[config.mk]
export PLATFORM = sky130hd
export DESIGN_NAME = fnt_modmul_pp
export DESIGN_NICKNAME = d
export VERILOG_FILES = /design/src/rtl/fnt_modmul_pkg.sv /design/src/rtl/fnt_modmul_ppgen.sv /design/src/rtl/fnt_modmul_csa_row.sv /design/src/rtl/fnt_modmul_tree.sv /design/src/rtl/fnt_modmul_pp.sv
export SDC_FILE = /design/constraint.sdc
export NUM_CORES = 1
export LEC_CHECK = 0
export ABC_CLOCK_PERIOD_IN_PS = 10300
export BUFFER_PORTS_ARGS = -buffer_cell sky130_fd_sc_hd__buf_2
export CELL_PAD_IN_SITES_DETAIL_PLACEMENT = 1
export CELL_PAD_IN_SITES_GLOBAL_PLACEMENT = 1
export CORE_MARGIN = 8
export CORE_UTILIZATION = 30
export DETAILED_ROUTE_END_ITERATION = 10
export PLACE_DENSITY = 0.54
export RECOVER_POWER = 50
export SLEW_MARGIN = 20
export SYNTH_ARGS = -nofsm -noshare
export SYNTH_HDL_FRONTEND = slang
export SYNTH_SLANG_ARGS = --single-unit
[constraint.sdc]
create_clock -name vclk -period 10.3
set_input_delay 1.545 -clock vclk [all_inputs]
set_output_delay 1.545 -clock vclk [all_outputs]
set_load 0.01 [all_outputs]
[src/rtl/fnt_modmul_pkg.sv]
package fnt_modmul_pkg;

    // Height limit j of the Dadda series: 2, 3, 4, 6, 9, 13, ...
    function automatic int dadda_cap(input int j);
        int d;
        d = 2;
        for (int s = 0; s < j; s++) d = (d * 3) / 2;
        return d;
    endfunction

    // Number of reduction levels needed to bring k rows down to two
    function automatic int dadda_levels(input int k);
        int lv;
        lv = 0;
        for (int s = 0; s < 32; s++) begin
            if (dadda_cap(lv) < k) lv = lv + 1;
        end
        return lv;
    endfunction

endpackage

[src/rtl/fnt_modmul_ppgen.sv]
module fnt_modmul_ppgen #(
    parameter int N = 8,
    localparam int K = N + 3
) (
    input  logic [N-1:0]   a_dm,
    input  logic [N-1:0]   b_dm,
    output logic [K*N-1:0] rows
);
    // Rows 0..N-1: the multiplicand gated by multiplier bit i, rotated left by i,
    // with the bits that wrap around inverted.
    for (genvar i = 0; i < N; i++) begin : g_rot
        logic [N-1:0] gated;
        assign gated = a_dm & {N{b_dm[i]}};
        if (i == 0) begin : g_plain
            assign rows[i*N +: N] = gated;
        end else begin : g_wrap
            assign rows[i*N +: N] = {gated[N-1-i:0], ~gated[N-1:N-i]};
        end
    end

    // Row N and row N+1 add a_dm + b_dm, which turns a*b into the diminished-1 code.
    assign rows[N*N +: N]     = a_dm;
    assign rows[(N+1)*N +: N] = b_dm;

    // Row N+2: the net correction for all the inverted bits equals one.
    assign rows[(N+2)*N +: N] = {{(N-1){1'b0}}, 1'b1};
endmodule

[src/rtl/fnt_modmul_csa_row.sv]
module fnt_modmul_csa_row #(
    parameter int N = 8
) (
    input  logic [N-1:0] x,
    input  logic [N-1:0] y,
    input  logic [N-1:0] z,
    output logic [N-1:0] s,
    output logic [N-1:0] c
);
    logic [N-1:0] maj;

    assign s   = x ^ y ^ z;
    assign maj = (x & y) | (x & z) | (y & z);
    // The carry out of the top column is inverted and enters column zero.
    assign c   = {maj[N-2:0], ~maj[N-1]};
endmodule

[src/rtl/fnt_modmul_tree.sv]
module fnt_modmul_tree
    import fnt_modmul_pkg::*;
#(
    parameter int N = 8,
    parameter int K = N + 3,
    localparam int L = dadda_levels(K)
) (
    input  logic [K*N-1:0] rows,
    output logic [N-1:0]   sum0,
    output logic [N-1:0]   sum1
);
    for (genvar l = 0; l < L; l++) begin : g_lvl
        localparam int H = (l == 0) ? K : dadda_cap(L - l);
        localparam int D = dadda_cap(L - 1 - l);
        localparam int F = H - D;

        logic [N-1:0] rin  [K];
        logic [N-1:0] rout [K];

        for (genvar r = 0; r < K; r++) begin : g_in
            if (r >= H) begin : g_idle
                assign rin[r] = '0;
            end else if (l == 0) begin : g_src
                assign rin[r] = rows[r*N +: N];
            end else begin : g_chain
                assign rin[r] = g_lvl[l-1].rout[r];
            end
        end

        for (genvar j = 0; j < F; j++) begin : g_fa
            fnt_modmul_csa_row #(.N(N)) u_row (
                .x (rin[3*j]),
                .y (rin[3*j+1]),
                .z (rin[3*j+2]),
                .s (rout[j]),
                .c (rout[F+j])
            );
        end

        for (genvar r = 2*F; r < K; r++) begin : g_out
            if (r < D) begin : g_pass
                assign rout[r] = rin[r + F];
            end else begin : g_zero
                assign rout[r] = '0;
            end
        end
    end

    assign sum0 = g_lvl[L-1].rout[0];
    assign sum1 = g_lvl[L-1].rout[1];
endmodule

[src/rtl/fnt_modmul_pp.sv]
module fnt_modmul_pp #(
    parameter int N = 8
) (
    input  logic [N-1:0] a_dm,
    input  logic [N-1:0] b_dm,
    output logic [N-1:0] part_s,
    output logic [N-1:0] part_c
);
    localparam int K = N + 3;

    logic [K*N-1:0] pp_rows;

    fnt_modmul_ppgen #(.N(N)) u_ppgen (
        .a_dm (a_dm),
        .b_dm (b_dm),
        .rows (pp_rows)
    );

    fnt_modmul_tree #(.N(N), .K(K)) u_tree (
        .rows (pp_rows),
        .sum0 (part_s),
        .sum1 (part_c)
    );
endmodule

==> metrics.csv <==
metric,value,unit
status,finished clean,
ir_drop,0.1442,mV
vias,1350,
min_path_type,in2out,
arrival,4.84,ns
routed_via_density,4.426,
final_nets,319,
max_cap_viol_count,0,
io_buffers,32,
slew_violations,0,
grt_max_degree,12,
period_share,0.6196,
total_power,0.0003952,W
p_int,0.0001687,W
clkbuf_count,0,
holdPathStages,5,
drive_gt1_frac,0.1272,
synth_top_cell_by_area,fa_1,
path_cells,clkbuf_1 > ha_1 > fa_1 > fa_1 > inv_1 > fa_1 > fa_1 > fa_1 > clkbuf_1,
yosysUniqueCellTypes,19,
die-area,9459,um2
drt_first_pass_iters,4,
drt_iter0_drc,38,
cp_slowest_cell,fa_1,
fp.dieH,97.26,um
start_util,0.3101,
area_delta_synth_final,11.94,%
die-width,97.26,um
drc,0,
diodes,0,
hpwl,4419,um
ys_seq_area_frac,0,
synthesis.nets,287,
finalSetupViolations,0,
wl_per_cell,16.38,um
cpMostUsedCell,fa_1,
worst_slew_pin_slew,0.4388,ns
sequentialPowerShare,0,
core,6386,um2
crit_fanout,8,
grt_usage,0.1131,
fin_cells,305,
p_sw,0.0002265,W
period_needed,6.382,ns
yosysMostFrequentCell,fa_1,
p_clk_frac,0,
regArea,0,um2
place_inst,305,
grt_pass1_wl,8866,um
cpPeakStageDelay,0.52,ns
rsz0062_at_grt,false,
relSlewSlack,0.7075,
drtAntennaViolNets,0,
synth.top_cell.area_share,0.6064,
hold_viol_final,0,
grt_pass1_vias,1693,
postSynthCellCount,198,
fp-row-count,29,
cts_resized,0,
finalWeightedCongestion,0.7882,
start_kind,input port,
dpl_cell_area,2227,um2
yosys-top-cells-area,"fa_1, inv_1, ha_1",
total_leakage_power,1.113,nW
overflow,0,
max_freq,156.7,MHz
powerDensity,178.2,nW/um2
hold_buffers,0,
ios,32,
worstSetupEndpointType,primary output,
synthTopCellsByCount,"fa_1, inv_1, nand2_1",
post-cts-setup-buffers,0,
grt_antenna_before_repair,0,
setup_tns,0,ns
fin_area,2217,um2
combPwrFrac,1.000,
seq_cells,0,
swShare,0.5731,
syn_avg_cell_area,10.00,um2
drt-total-wl,4995,um
ys.warnings.count,0,
worst-setup-path-type,in2out,
syn_area,1981,um2
cp_data_required_time,8.76,ns
-- routing by layer --
layer | wire [um] | GRT usage | up-vias
met2 | 2475 | 0.1958 | 22
li1 | - | - | 622
met5 | 0 | 0 | -
met1 | 2393 | 0.1594 | 706
met3 | 126 | 0.006401 | 0
met4 | 0 | 0 | 0
-- final timing paths --
check	startpoint	endpoint	slack, ns
setup / recovery	a_dm[5]	part_s[2]	3.92
hold / removal	b_dm[3]	part_c[6]	3.93
-- area by class of cell --
cell class,count,area (um2)
Inverter,54,202.7
Multi-Input combinational cell,142,1768
Timing Repair Buffer,32,150.1
Fill cell,763,4169
Tap cell,77,96.34
-- cells in the final DEF (no fill, tap or decap), drive strengths merged, types with 2 or more instances in the layout --
cell,instances
ha,13
fa,60
inv,54
nand2,31
nand2b,2
a21o,2
and2,25
clkbuf,8
xor2,2
buf,24
-- power groups by stage --
stage | clock network, W | registers (W) | logic, W
floorplan | 0 | 0 | 0.000283
global placement | 0 | 0 | 0.000416
detailed placement | 0 | 0 | 0.000417
CTS | 0 | 0 | 0.000423
global route | 0 | 0 | 0.000469
finish | 0 | 0 | 0.000395
-- cells by family after synthesis --
group / Yosys count / synth area share
adder cells (fa/ha/maj): 73 / 0.6886
AND/OR/NAND/NOR: 59 / 0.1497
buffers and inverters: 56 / 0.1074
AO/OA/AOI/OAI: 6 / 0.02210
XOR/XNOR: 4 / 0.03222
-- critical path: cells and delay by family --
| kind | cells | cell delay (ns) |
|---|---|---|
| buffers and inverters | 3 | 0.54 |
| adder cells (fa/ha/maj) | 6 | 2.75 |
-- per-stage QoR --
stage | worst slack, ns | util | hold slack [ns]
CTS | 4.030 | 0.3487 | 3.935
global placement | 4.034 | 0.3487 | 3.947
floorplan | 4.403 | - | 3.566
global route | 3.776 | 0.3472 | 3.998
detailed placement | 4.056 | 0.3487 | 3.933
finish | 3.918 | 0.3472 | 3.932
Note: power is estimated with default switching activity, not from simulation.
